==> src/rtl/ac97_cmd_pkg.sv <==
package ac97_cmd_pkg;
  localparam int IDX_W  = 7;
  localparam int CDAT_W = 16;
  localparam int SLOT_W = 20;
  localparam int TAG_W  = 16;
  localparam int STAT_W = 7;

  localparam logic [7:0] A_SLOT1 = 8'h80;
  localparam logic [7:0] A_SLOT2 = 8'h84;
  localparam logic [7:0] A_RAW   = 8'h8C;
  localparam logic [7:0] A_MSK_S = 8'h90;
  localparam logic [7:0] A_MASK  = 8'h94;
  localparam logic [7:0] A_EOI   = 8'h98;
  localparam logic [7:0] A_CTRL  = 8'h9C;
  localparam logic [7:0] A_COLD  = 8'hA0;
  localparam logic [7:0] A_WARM  = 8'hA4;

  localparam int B_WAKE = 0;
  localparam int B_RXV  = 1;
  localparam int B_RDY  = 5;
  localparam int B_TXD  = 6;

  localparam int T_FRAME = 15;
  localparam int T_S1    = 14;
  localparam int T_S2    = 13;
endpackage

==> src/rtl/ac97_pulse_timer.sv <==
module ac97_pulse_timer #(
  parameter int CYCLES = 40
) (
  input  logic clk,
  input  logic rst,
  input  logic start_i,
  output logic pulse_o
);
  localparam int CW = $clog2(CYCLES + 1);
  localparam logic [CW-1:0] LOAD = CW'(CYCLES - 1);

  logic [CW-1:0] cnt_q;

  always_ff @(posedge clk) begin
    if (rst) begin
      pulse_o <= 1'b0;
      cnt_q   <= '0;
    end else if (!pulse_o) begin
      if (start_i) begin
        pulse_o <= 1'b1;
        cnt_q   <= LOAD;
      end
    end else if (cnt_q == '0) begin
      pulse_o <= 1'b0;
    end else begin
      cnt_q <= cnt_q - 1'b1;
    end
  end
endmodule

==> src/rtl/ac97_frame_gen.sv <==
module ac97_frame_gen
  import ac97_cmd_pkg::*;
#(
  parameter int FRAME_CYCLES = 32
) (
  input  logic              clk,
  input  logic              rst,
  input  logic              en_i,
  input  logic              cmd_pend_i,
  input  logic              cmd_read_i,
  input  logic [IDX_W-1:0]  cmd_idx_i,
  input  logic [CDAT_W-1:0] cmd_data_i,
  output logic              tx_valid_o,
  output logic [TAG_W-1:0]  tx_tag_o,
  output logic [SLOT_W-1:0] tx_slot1_o,
  output logic [SLOT_W-1:0] tx_slot2_o,
  output logic              cmd_sent_o
);
  localparam int CW = $clog2(FRAME_CYCLES);
  localparam logic [CW-1:0] LAST = CW'(FRAME_CYCLES - 1);

  logic [CW-1:0] cnt_q;
  logic          tick;
  logic          has_wr;

  assign tick   = en_i && (cnt_q == LAST);
  assign has_wr = cmd_pend_i && !cmd_read_i;

  always_ff @(posedge clk) begin
    if (rst || !en_i) cnt_q <= '0;
    else if (cnt_q == LAST) cnt_q <= '0;
    else cnt_q <= cnt_q + 1'b1;
  end

  always_ff @(posedge clk) begin
    if (rst) begin
      tx_valid_o <= 1'b0;
      tx_tag_o   <= '0;
      tx_slot1_o <= '0;
      tx_slot2_o <= '0;
      cmd_sent_o <= 1'b0;
    end else begin
      tx_valid_o <= tick;
      cmd_sent_o <= tick && cmd_pend_i;
      if (tick) begin
        tx_tag_o          <= '0;
        tx_tag_o[T_FRAME] <= 1'b1;
        tx_tag_o[T_S1]    <= cmd_pend_i;
        tx_tag_o[T_S2]    <= has_wr;
        tx_slot1_o        <= cmd_pend_i ? {cmd_read_i, cmd_idx_i, 12'h000} : '0;
        tx_slot2_o        <= has_wr ? {cmd_data_i, 4'h0} : '0;
      end
    end
  end
endmodule

==> src/rtl/ac97_cmd_regs.sv <==
module ac97_cmd_regs
  import ac97_cmd_pkg::*;
#(
  parameter int ADDR_W = 8,
  parameter int DATA_W = 32
) (
  input  logic              clk,
  input  logic              rst,
  input  logic              bus_sel_i,
  input  logic              bus_wr_i,
  input  logic [ADDR_W-1:0] bus_addr_i,
  input  logic [DATA_W-1:0] bus_wdata_i,
  output logic [DATA_W-1:0] bus_rdata_o,
  output logic              irq_o,
  input  logic              rx_valid_i,
  input  logic [TAG_W-1:0]  rx_tag_i,
  input  logic [SLOT_W-1:0] rx_slot2_i,
  input  logic              codec_wake_i,
  input  logic              cmd_sent_i,
  output logic              en_o,
  output logic              cmd_pend_o,
  output logic              cmd_read_o,
  output logic [IDX_W-1:0]  cmd_idx_o,
  output logic [CDAT_W-1:0] cmd_data_o,
  output logic              cold_start_o,
  output logic              warm_start_o
);
  logic [STAT_W-1:0] raw_q, mask_q, raw_v;
  logic              s2_loaded_q, await_q, wake_q;
  logic              wr, rd, acc_slot;
  logic [7:0]        a8;
  logic [DATA_W-1:0] rmux;

  assign a8       = 8'(bus_addr_i);
  assign wr       = bus_sel_i && bus_wr_i;
  assign rd       = bus_sel_i && !bus_wr_i;
  assign acc_slot = bus_sel_i && (a8 == A_SLOT1 || a8 == A_SLOT2);
  assign raw_v    = raw_q;

  assign cold_start_o = wr && (a8 == A_COLD) && bus_wdata_i[0];
  assign warm_start_o = wr && (a8 == A_WARM) && bus_wdata_i[0];

  always_comb begin
    rmux = '0;
    case (a8)
      A_SLOT1: rmux = DATA_W'(cmd_idx_o);
      A_SLOT2: rmux = DATA_W'(cmd_data_o);
      A_RAW:   rmux = DATA_W'(raw_v);
      A_MSK_S: rmux = DATA_W'(raw_v & mask_q);
      A_MASK:  rmux = DATA_W'(mask_q);
      A_CTRL:  rmux = DATA_W'(en_o);
      default: rmux = '0;
    endcase
  end

  always_ff @(posedge clk) begin
    if (rst) begin
      bus_rdata_o <= '0;
      irq_o       <= 1'b0;
      raw_q       <= '0;
      mask_q      <= '0;
      en_o        <= 1'b0;
      cmd_pend_o  <= 1'b0;
      cmd_read_o  <= 1'b0;
      cmd_idx_o   <= '0;
      cmd_data_o  <= '0;
      s2_loaded_q <= 1'b0;
      await_q     <= 1'b0;
      wake_q      <= 1'b0;
    end else begin
      wake_q <= codec_wake_i;
      irq_o  <= |(raw_q & mask_q);
      if (rd) bus_rdata_o <= rmux;
      if (wr && a8 == A_CTRL) en_o <= bus_wdata_i[0];
      if (wr && a8 == A_MASK) mask_q <= bus_wdata_i[STAT_W-1:0];
      if (wr && a8 == A_SLOT2) begin
        cmd_data_o  <= bus_wdata_i[CDAT_W-1:0];
        s2_loaded_q <= 1'b1;
      end
      if (cmd_sent_i) begin
        cmd_pend_o <= 1'b0;
        if (cmd_read_o) await_q <= 1'b1;
      end
      if (wr && a8 == A_SLOT1) begin
        cmd_idx_o   <= bus_wdata_i[IDX_W-1:0];
        cmd_pend_o  <= 1'b1;
        cmd_read_o  <= !s2_loaded_q;
        s2_loaded_q <= 1'b0;
        await_q     <= 1'b0;
      end
      if (acc_slot) begin
        raw_q[B_RXV] <= 1'b0;
        raw_q[B_TXD] <= 1'b0;
      end
      if (cmd_sent_i) raw_q[B_TXD] <= 1'b1;
      if (en_o && rx_valid_i) begin
        if (rx_tag_i[T_FRAME]) raw_q[B_RDY] <= 1'b1;
        if (await_q && rx_tag_i[T_S2]) begin
          cmd_data_o   <= rx_slot2_i[SLOT_W-1:4];
          raw_q[B_RXV] <= 1'b1;
          await_q      <= 1'b0;
        end
      end
      if (wr && a8 == A_EOI) begin
        if (bus_wdata_i[1]) raw_q[B_RDY]  <= 1'b0;
        if (bus_wdata_i[0]) raw_q[B_WAKE] <= 1'b0;
      end
      if (codec_wake_i && !wake_q) raw_q[B_WAKE] <= 1'b1;
      if (!en_o) begin
        cmd_pend_o <= 1'b0;
        await_q    <= 1'b0;
      end
    end
  end
endmodule

==> src/rtl/ac97_cmd_engine.sv <==
module ac97_cmd_engine
  import ac97_cmd_pkg::*;
#(
  parameter int ADDR_W       = 8,
  parameter int DATA_W       = 32,
  parameter int FRAME_CYCLES = 32,
  parameter int COLD_CYCLES  = 40,
  parameter int WARM_CYCLES  = 240
) (
  input  logic              clk,
  input  logic              rst,
  input  logic              bus_sel_i,
  input  logic              bus_wr_i,
  input  logic [ADDR_W-1:0] bus_addr_i,
  input  logic [DATA_W-1:0] bus_wdata_i,
  output logic [DATA_W-1:0] bus_rdata_o,
  output logic              irq_o,
  output logic              tx_valid_o,
  output logic [15:0]       tx_tag_o,
  output logic [19:0]       tx_slot1_o,
  output logic [19:0]       tx_slot2_o,
  input  logic              rx_valid_i,
  input  logic [15:0]       rx_tag_i,
  input  logic [19:0]       rx_slot2_i,
  input  logic              codec_wake_i,
  output logic              codec_reset_o,
  output logic              sync_pulse_o
);
  logic              link_en, cmd_pend, cmd_read, cmd_sent;
  logic              cold_start, warm_start;
  logic [IDX_W-1:0]  cmd_idx;
  logic [CDAT_W-1:0] cmd_data;

  ac97_cmd_regs #(.ADDR_W(ADDR_W), .DATA_W(DATA_W)) regs_i (
    .clk(clk), .rst(rst),
    .bus_sel_i(bus_sel_i), .bus_wr_i(bus_wr_i), .bus_addr_i(bus_addr_i),
    .bus_wdata_i(bus_wdata_i), .bus_rdata_o(bus_rdata_o), .irq_o(irq_o),
    .rx_valid_i(rx_valid_i), .rx_tag_i(rx_tag_i), .rx_slot2_i(rx_slot2_i),
    .codec_wake_i(codec_wake_i), .cmd_sent_i(cmd_sent),
    .en_o(link_en), .cmd_pend_o(cmd_pend), .cmd_read_o(cmd_read),
    .cmd_idx_o(cmd_idx), .cmd_data_o(cmd_data),
    .cold_start_o(cold_start), .warm_start_o(warm_start)
  );

  ac97_frame_gen #(.FRAME_CYCLES(FRAME_CYCLES)) frame_i (
    .clk(clk), .rst(rst), .en_i(link_en),
    .cmd_pend_i(cmd_pend), .cmd_read_i(cmd_read),
    .cmd_idx_i(cmd_idx), .cmd_data_i(cmd_data),
    .tx_valid_o(tx_valid_o), .tx_tag_o(tx_tag_o),
    .tx_slot1_o(tx_slot1_o), .tx_slot2_o(tx_slot2_o),
    .cmd_sent_o(cmd_sent)
  );

  ac97_pulse_timer #(.CYCLES(COLD_CYCLES)) cold_i (
    .clk(clk), .rst(rst), .start_i(cold_start), .pulse_o(codec_reset_o)
  );

  ac97_pulse_timer #(.CYCLES(WARM_CYCLES)) warm_i (
    .clk(clk), .rst(rst), .start_i(warm_start), .pulse_o(sync_pulse_o)
  );
endmodule

==> config.mk <==
export PLATFORM = sky130hd
export DESIGN_NAME = ac97_cmd_engine
export DESIGN_NICKNAME = d
export VERILOG_FILES = /design/src/rtl/ac97_cmd_pkg.sv /design/src/rtl/ac97_pulse_timer.sv /design/src/rtl/ac97_frame_gen.sv /design/src/rtl/ac97_cmd_regs.sv /design/src/rtl/ac97_cmd_engine.sv
export SDC_FILE = /design/constraint.sdc
export NUM_CORES = 1
export LEC_CHECK = 0
export BUFFER_PORTS_ARGS = -buffer_cell sky130_fd_sc_hd__buf_2
export CAP_MARGIN = 20
export CORE_ASPECT_RATIO = 0.5
export CORE_MARGIN = 1
export CORE_UTILIZATION = 46
export DETAILED_ROUTE_END_ITERATION = 12
export GPL_TIMING_DRIVEN = 0
export PLACE_DENSITY = 0.81
export SYNTH_ARGS = -nofsm -noshare
export SYNTH_HDL_FRONTEND = slang
export SYNTH_HIERARCHICAL = 1
export SYNTH_SLANG_ARGS = --single-unit
==> constraint.sdc <==
create_clock -name clk -period 1.84 [get_ports clk]
set_input_delay 0.092 -clock clk [delete_from_list [all_inputs] [get_ports clk]]
set_output_delay 0.092 -clock clk [all_outputs]
set_load 0.01 [all_outputs]
### Word-level counts from Yosys, hierarchy flattened

Index checks and enable logic that the tools add are counted.

| storage, ports and cells | value |
|---|---|
| register bits after elaboration | 139 |

| cells by class | value |
|---|---|
| multiplexer cells | 37 |
| $add $sub $neg | 3 |
| bitwise logic cells | 3 |
| equality and inequality tests | 12 |
| reductions and logical operators | 40 |

Operator list:

| kind | number |
|---|---|
| one-hot mux 32 bit (6 select lines) | 1 |
| equality test 8 bit (second input constant) | 9 |
| two-way mux 16 bit | 3 |
| two-way mux 20 bit | 2 |
| two-way mux 1 bit | 25 |
| two-way mux 8 bit | 3 |
| logical AND 1 bit | 18 |
| two-way mux 6 bit | 3 |
| AND 7 bit | 2 |
| nonzero test 2 bit | 6 |
| zero test 8 bit | 1 |
| subtractor 8 x 1 -> 8 bit (second input constant) | 1 |
| OR reduction 7 bit | 1 |
| zero test 6 bit | 1 |
| AND reduction 2 bit | 3 |
| OR reduction 2 bit | 3 |
| subtractor 6 x 1 -> 6 bit (second input constant) | 1 |
| adder 5 x 1 -> 5 bit (second input constant) | 1 |
| equality test 5 bit (second input constant) | 1 |
| zero test 1 bit | 5 |
| inequality test 2 bit (second input constant) | 2 |
| logical OR 1 bit | 2 |
| inverter 1 bit | 1 |

### Longest topological paths before layout

Gate-level depths: netlist of the first run.

| logic depth | value |
|---|---|
| depth in word-level cells | 6 |
| mapped depth | 9 |
| gate-level depth less buffers | 7 |

### Cells and area by module

Netlist of the first run, hierarchy kept.

Modules (own cells, without submodules):

| module | area each (um^2) | cells each | instances |
|---|---|---|---|
| ac97_cmd_regs | 2,962.8 | 348 | 1 |
| ac97_frame_gen | 1,437.6 | 131 | 1 |
| ac97_pulse_timer (warm_i) | 470.5 | 54 | 1 |
| ac97_pulse_timer (cold_i) | 387.9 | 42 | 1 |

### Worst setup path after synthesis of the first run

Ideal clock, no wire load.

| path | value |
|---|---|
| path type | input to register |
| from | input bus_addr_i[3] |
| to | register warm_i.cnt_q[5] |
| stages | 9 |
| data required time | 1.766 ns |
| setup time | 0.074 ns |
| arrival time | 1.929 ns |
| setup slack | -0.164 ns |
| path buffers | 3 |
| cells stage by stage | buf_6 or4b_4 buf_6 buf_6 nor2_1 nor2_1 nand3b_1 or4_1 a31oi_1 |

| between the ends | value |
|---|---|
| cells in the longest elaborated chain, start to end | 5 |

Ends and longest elaborated chain:

| what | RTL line | source |
|---|---|---|
| start, declared | ac97_cmd_engine.sv:14 | `input logic [ADDR_W-1:0] bus_addr_i,` |
| equality test 8 bit | ac97_cmd_regs.sv:41 | `assign warm_start_o = wr && (a8 == A_WARM) && bus_wdata_i[0];` |
| logical AND 1 bit (2 in a row) | ac97_cmd_regs.sv:41 |  |
| net warm_start | ac97_cmd_engine.sv:30 | `logic cold_start, warm_start;` |
| nonzero test 2 bit (no line) | - |  |
| AND reduction 2 bit (no line) | - |  |
| end signal, assigned | ac97_pulse_timer.sv:26 | `cnt_q <= cnt_q - 1'b1;` |
| end, declared | ac97_pulse_timer.sv:12 | `logic [CW-1:0] cnt_q;` |

The timed path passes the listed nets, and every way through them passes these cells.
A chain may end at the register's enable or synchronous reset.

### Worst setup path in the final report of the first run

| path | value |
|---|---|
| from | register frame_i.cnt_q[0] |
| to | register frame_i.tx_slot2_o[7] |

| between the ends | value |
|---|---|
| cells in the longest elaborated chain, start to end | 2 |

Ends and longest elaborated chain:

| what | RTL line | source |
|---|---|---|
| start, declared | ac97_frame_gen.sv:22 | `logic [CW-1:0] cnt_q;` |
| start signal, assigned | ac97_frame_gen.sv:32 | `else cnt_q <= cnt_q + 1'b1;` |
| equality test 5 bit | ac97_frame_gen.sv:26 | `assign tick = en_i && (cnt_q == LAST);` |
| logical AND 1 bit | ac97_frame_gen.sv:26 |  |
| end signal, assigned | ac97_frame_gen.sv:51 | `tx_slot2_o <= has_wr ? {cmd_data_i, 4'h0} : '0;` |
| end, declared | ac97_frame_gen.sv:16 | `output logic [SLOT_W-1:0] tx_slot2_o,` |

No other way between the ends.

==> results of run 1 <==
## cell usage in the layout (no fill, tap or decap), drive strengths merged, types with 6 or more instances in the layout
master    n
nand3     9
ha        6
nand4    49
nand2    19
conb     45
buf     161
o31ai    36
nor3      7
a32o     20
inv      12
clkbuf   39
dfxtp   107
a31oi    27
nor2     15
o21ai    29
a21oi    39
mux2i     8
## routing by layer
| metal | up-vias | GRT usage [%] | routed length, um |
|---|---|---|---|
| li1 | 2421 | - | - |
| met1 | 2379 | 31.2 | 6160 |
| met2 | 311 | 39.1 | 6440 |
| met3 | 25 | 7.54 | 1670 |
| met4 | 0 | 7.37 | 281 |
| met5 | - | 0 | 0 |
## logic make-up (layout without fill, tap and decap cells)
kind of cell | count (synthesis) | in the layout | synth area share, %
fa+ha+maj | 6 | 6 | 1.43
buf+inv | 109 | 219 | 12.4
mux | 9 | 9 | 1.74
flops | 107 | 107 | 40.7
other cells | 2 | 45 | 0.143
simple gates | 155 | 155 | 18.7
xor+xnor | 1 | 1 | 0.167
compound gates | 186 | 186 | 24.6
## worst register-to-register path, cell delays in order, from the launching register on
cell	delay [ns]
dfxtp_1	0.33
ha_1	0.22
and3_1	0.15
ha_1	0.18
buf_6	0.14
and4b_4	0.22
buf_6	0.15
a32o_1	0.27
## through the flow
step                power, mW  setup WS (ns)  TNS [ns]  cell area, um^2
global route             4.83        0.00758         0             6400
CTS                      4.69         0.0758         0             6390
detailed placement       2.76         -0.388     -2.11             6070
global placement         2.76         -0.345     -1.57             6070
floorplan                2.64        -0.0529   -0.0529             5430
finish                   4.69         0.0721         0             6400
## flip-flops by register name, indices dropped and copies added (netlist names), 3 cells and up
signal	cells
frame_i/cnt_q	5
frame_i/tx_tag_o	3
regs_i/cmd_data_o	16
frame_i/tx_slot2_o	16
frame_i/tx_slot1_o	8
regs_i/cmd_idx_o	7
warm_i/cnt_q	8
cold_i/cnt_q	6
regs_i/raw_q	4
regs_i/mask_q	7
regs_i/bus_rdata_o	16
## where the power goes
group / internal (mW) / total (mW) / switching (mW) / leakage [nW]
Clock: 1.07 / 1.96 / 0.891 / 0.146
Sequential: 2.32 / 2.32 / 0.00327 / 0.862
Combinational: 0.157 / 0.409 / 0.252 / 1.54
## final cells by class
cell class / instances / share of cell area, %
Inverter: 11 / 0.645
Clock buffer: 9 / 3.52
Sequential cell: 107 / 33.5
Timing Repair Buffer: 94 / 7.47
Clock inverter: 7 / 1.21
Buffer: 98 / 9.56
Multi-Input combinational cell: 402 / 41.3
Tap cell: 145 / 2.83
## worst paths after layout
kind,slack (ns),startpoint,to
min reg2reg,0.45,regs_i/bus_rdata_o[10],regs_i/bus_rdata_o[10]
max,0.07,frame_i/cnt_q[0],frame_i/tx_slot2_o[7]
min,0.02,bus_wdata_i[14],regs_i/cmd_data_o[14]
max reg2reg,0.07,frame_i/cnt_q[0],frame_i/tx_slot2_o[7]
## timing repair
item / CTS / global route
endpoints found under the hold margin: 1 / 0
resized for setup: 1 / 2
endpoints found under the setup margin: 1 / 2
hold buffers: 1 / 0
pin swaps: 0 / 1
==> results by group, run 1 <==
Logic synthesis
  • Post-synth EDFFs: 0
  • Cell Area, Synth: 0.00526 mm^2
  • Post-synth top area cell: dfxtp_1
  • FFs w/ async S/R, synth: 0%
  • Yosys warnings: 6
  • Top FF cell, synth: dfxtp_1
  • Register area share after synthesis: 40.7%
  • Syn avg cell area: 9.15 um^2
  • Post-synthesis register bit count: 107
  • Ranking of synthesized cells by area: dfxtp_1 41%, buf_4 6.7%, nand4_1 5.8%
  • Commonest cells post-synth: 107 x dfxtp_1, 49 x nand4_1, 47 x buf_4
  • Post-Syn Instances: 575
  • Count leader, synth: dfxtp_1
  • Cell variety after synth: 69
  • Top cell type's share of synthesized area: 40.7%

Setup path
  • CP Capture Type: register
  • Max incr delay on CP: 0.33 ns
  • Crit path max-delay family: adder cells
  • WS Path Type: reg2reg
  • Startpoint Class: register
  • Worst endpoint data arrival time: 2.00 ns
  • Crit path depth: 7
  • CP Cell Sequence: ha_1, and3_1, ha_1, buf_6, and4b_4, buf_6, a32o_1
  • CP max stage cell: dfxtp_1
  • CP bufs+invs: 2
  • WP data required: 2.08 ns
  • Crit Path Max Fanout: 10
  • Worst R2R Path Depth: 7

Timing
  • Max-slew violation count: 0
  • Least-Margin Pin Slew: 0.855 ns
  • Period utilisation layout: 96.1%
  • Post-route minimum period: 1.77 ns
  • Setup violations, final: 0
  • Maximum clock frequency: 566 MHz
  • Clock Skew: 0.00523 ns
  • RSZ-0062 raised after global routing: no
  • Hold Slack: 0.0245 ns
  • Final hold vios: 0
  • Max_slew headroom: 42.9%

Routing
  • First-pass iteration count of the detailed router: 6
  • Drt wl/cell: 16.7 um
  • Total wire length: 14.6 mm
  • Via count: 5136
  • DR DRC count: 0
  • Vias/cell: 5.88
  • Starting DRT DRC Count: 538
  • Routed Antenna Nets: 0

Placement
  • Inst Count DP: 855
  • Global placement routability congestion: 0.940
  • IO Port Bufs: 92
  • DPL Wire Length: 10.8 mm

Power
  • LEAKAGE: 2.55 nW
  • Pwr Density: 732 mW/mm^2
  • VDD IR-drop max: 0.539 mV

Cells and area
  • Final cell count without fillers: 873
  • Multi-input logic area: 0.00264 mm^2
  • Fin util: 57.9%
  • Area of all sequential standard cells: 0.00214 mm^2
  • # diodes: 0
  • P&R area growth vs syn: 21.7%
  • Final net count: 811
  • Share of layout cells above drive strength 1: 27.2%
  • Filler instances: 951

Floorplanning
  • Die Y: 77.6 um
  • Core box area: 0.0110 mm^2
  • DIE AREA: 0.0119 mm^2
  • Initial Utilization: 47.6%
  • Num ports: 174
  • Die W: 153 um
  • Rows: 27

Global routing
  • GRT Resource Usage Total: 24.3%
  • First-pass GRT wire length: 22.9 mm
  • Initial antenna violation count: 0
  • Number of global-route vias before repair: 4596
  • Largest net degree at the start of global routing: 19
  • GRT overflow: 0

Clock network
  • CTS Root Cell: clkbuf_16
  • CTS Buf Count: 9
  • CTS H-tree depth: 3
  • Sink Count: 107
  • Clock Path Buffers: 2
  • Setup Fix Bufs, Post-CTS: 0
  • Clk_lat worst skew: 0.35 ns
  • Worst-path clk slew: 0.07 ns
  • CTS tree: built

Worst hold path
  • Tightest Hold Check Type: in2reg
  • Hold depth: 3

Flow run
  • Max-cap violations: 0

Run status
  • Status: finished clean
Power figures use the tool's default switching activity.
==> run 2, diff against run 1 <==
--- a/config.mk
+++ b/config.mk
@@ -9,11 +9,10 @@
 export CAP_MARGIN = 20
 export CORE_ASPECT_RATIO = 0.5
 export CORE_MARGIN = 1
-export CORE_UTILIZATION = 46
+export CORE_UTILIZATION = 45
 export DETAILED_ROUTE_END_ITERATION = 12
 export GPL_TIMING_DRIVEN = 0
-export PLACE_DENSITY = 0.81
+export PLACE_DENSITY = 0.8
 export SYNTH_ARGS = -nofsm -noshare
 export SYNTH_HDL_FRONTEND = slang
-export SYNTH_HIERARCHICAL = 1
 export SYNTH_SLANG_ARGS = --single-unit
==> run 2 against run 1 <==
Via count is 13% lower. Flip-flop and latch count stayed put. Clock skew is 0.0048 ns higher. Die area is 4.6% lower. Total power is 2.2% lower. Critical endpoint is now warm_i.cnt_q[4]. Highest routed layer unchanged.
==> results by group, run 2 <==
Run status
  • Status: finished clean

Power
  • Logic pwr share: 7.0%
  • Sw power: 1.16 mW
  • Switch share: 25.4%
  • Int Power: 3.42 mW
  • Clk pwr share: 42.4%
  • Total Power: 4.58 mW
  • Sequential Power Share: 50.6%
  • Pwr Density: 744 mW/mm^2
  • LEAKAGE: 2.69 nW
  • VDD IR-drop max: 0.502 mV

Floorplanning
  • Initial Utilization: 47.1%
  • Core box area: 0.0104 mm^2
  • Rows: 26
  • Die Y: 75.8 um
  • Die W: 150 um
  • Num ports: 174
  • DIE AREA: 0.0113 mm^2

Placement
  • Global placement routability congestion: 0.904
  • DPL Wire Length: 9.50 mm
  • IO Port Bufs: 94

Logic synthesis
  • Post-Synth Adder-Cell Area: 1.53%
  • Cell Area, Synth: 0.00490 mm^2
  • Simple-gate share of the synthesized area: 19.7%
  • Post-synthesis register bit count: 107
  • Ranking of synthesized cells by area: dfxtp_1 44%, buf_4 7.0%, nor2_1 5.3%
  • Count leader, synth: dfxtp_1
  • Post-Syn Instances: 546
  • Main combinational cell family by area after synthesis: simple AND/OR/NAND/NOR gates
  • Synth Area in Compound Gates: 17.9%
  • Multiplexer share of the synthesized area: 5.79%
  • Cell variety after synth: 57
  • Post-synth top area cell: dfxtp_1
  • Commonest cells post-synth: 107 x dfxtp_1, 69 x nor2_1, 46 x buf_4
  • Top FF cell, synth: dfxtp_1
  • Syn avg cell area: 8.98 um^2
  • Top cell type's share of synthesized area: 43.7%
  • Yosys warnings: 0
  • Synth Area in XOR/XNOR: 0.357%
  • Register area share after synthesis: 43.7%
  • Post-synth EDFFs: 0
  • FFs w/ async S/R, synth: 0%

Cells and area
  • P&R area growth vs syn: 25.7%
  • Commonest non-fill, non-tap cells in the layout: 106 x dfxtp_1, 99 x buf_2, 69 x nor2_1
  • Filler instances: 961
  • Commonest non-fill, non-tap cell in the layout: dfxtp_1
  • Final net count: 789
  • Largest regs: frame_i.tx_slot2_o: 16 flops, regs_i.bus_rdata_o: 16 flops, regs_i.cmd_data_o: 16 flops
  • # diodes: 0
  • Share of layout cells above drive strength 1: 27.3%

Timing
  • Max_slew headroom: 46.7%
  • Maximum clock frequency: 577 MHz
  • Setup_tns: 0 ns
  • Setup violations, final: 0
  • RSZ-0062 raised after global routing: no
  • Least-Margin Pin Slew: 0.793 ns
  • Post-route minimum period: 1.73 ns
  • Clock Skew: 0.0101 ns
  • Period utilisation layout: 94.2%
  • Max-slew violation count: 0
  • Final hold vios: 0

Setup path
  • CP Capture Type: register
  • WP data required: 2.09 ns
  • Setup crit start: warm_i.cnt_q[0]
  • Reg2Reg Capture Point: warm_i.cnt_q[4]
  • Reg-to-reg startpoint: warm_i.cnt_q[0]
  • WS Path Type: reg2reg
  • Startpoint Class: register
  • Reg2reg setup slack: 0.11 ns
  • Worst setup endpoint: warm_i.cnt_q[4]
  • Crit Path Max Fanout: 3
  • Worst endpoint data arrival time: 1.98 ns
  • Worst R2R Path Depth: 5

Clock network
  • CTS tree: built
  • Worst-path clk slew: 0.08 ns
  • Clock Path Buffers: 2
  • Clk_lat worst skew: 0.36 ns
  • CTS Root Cell: clkbuf_16
  • CTS H-tree depth: 3
  • CTS Buf Count: 9
  • Sink Count: 107

Flow run
  • Max-cap violations: 0

Routing
  • First-pass iteration count of the detailed router: 5
  • DR DRC count: 0
  • Vias/cell: 5.27
  • Drt wl/cell: 15.2 um
  • Routed Antenna Nets: 0
  • Via count: 4457
  • Starting DRT DRC Count: 339
  • Total wire length: 12.9 mm

Global routing
  • GRT Resource Usage Total: 23.2%
  • Initial antenna violation count: 0
  • First-pass GRT wire length: 20.2 mm
  • Largest net degree at the start of global routing: 22
  • GRT overflow: 0
  • Number of global-route vias before repair: 3976

Worst hold path
  • Hold depth: 3
  • Tightest Hold Check Type: in2reg
## run 2: cell types whose count changed after synthesis, sizes merged, moves of 19 or more
cell / previous run / this run
a22oi: 2 / 30
o21ai: 29 / 7
nor2: 15 / 70
nand4: 49 / 3
o31ai: 36 / 1
a31oi: 27 / 8
## run 2: area by class of cell
cell class                      instances  area, um^2  share of cell area (%)
Clock inverter                          7        76.3                    1.24
Buffer                                 77         485                    7.87
Clock buffer                            9         225                    3.65
Multi-Input combinational cell        390        2470                    40.1
Sequential cell                       107        2140                    34.8
Tap cell                              140         175                    2.84
Inverter                               16        60.1                   0.974
Timing Repair Buffer                  100         527                    8.54
## run 2: logic make-up after synthesis
family | Yosys count
simple gates | 189
other cells | 1
xor+xnor | 2
flops | 107
buf+inv | 93
compound gates | 120
mux | 28
fa+ha+maj | 6
## run 2: per-layer routing
metal	part of all wire [%]	routed length, um	GRT usage [%]
met5	0	0	0
met4	1.2	149	7.03
met3	8.4	1080	5.39
met2	46	5960	39.5
met1	44	5710	29.8
## run 2: worst min path at each step
| stage | start | end | slack, ns |
|---|---|---|---|
| after floorplan | codec_wake_i | regs_i.wake_q | 0.22 |
| after global placement | codec_wake_i | regs_i.wake_q | 0.32 |
| after detailed placement | codec_wake_i | regs_i.wake_q | 0.34 |
| after CTS | rx_slot2_i[15] | regs_i.cmd_data_o[11] | 0.009 |
| after global routing | rx_slot2_i[18] | regs_i.cmd_data_o[14] | 0.01 |
| final | rx_slot2_i[15] | regs_i.cmd_data_o[11] | 0.02 |
## run 2: metrics by stage
stage / setup WS, ns / area, um^2 / hold WS, ns / utilization, % / std cells
after CTS: 0.0401 / 6100 / 0.00918 / 58.6 / 844
final: 0.106 / 6160 / 0.0160 / 59.2 / 846
after global routing: 0.00204 / 6160 / 0.0144 / 59.2 / 846
after global placement: -0.501 / 5720 / 0.325 / 55.0 / 824
after detailed placement: -0.560 / 5720 / 0.345 / 55.0 / 824
after floorplan: 0.00713 / 5070 / 0.220 / - / 590
## run 2: repair_timing
item,CTS,global route
setup endpoints to repair,44,45
pin swaps,1,2
resized for setup,9,11
hold buffers,3,0
hold endpoints to repair,3,0
buffers inserted,1,2
## run 2: critical path: stages (launching register included)
cell and delay [ns]:
dfxtp_1 0.33, inv_1 0.11, ha_1 0.19, or3b_2 0.49, and4_1 0.22, a311o_1 0.30
## run 2: power groups by stage
stage	Sequential [mW]	Clock [mW]	Combinational (mW)
final	2.32	1.94	0.320
after global routing	2.32	2.08	0.350
after CTS	2.32	1.97	0.314
after detailed placement	2.38	0	0.307
after global placement	2.38	0	0.306
after floorplan	2.38	0	0.197
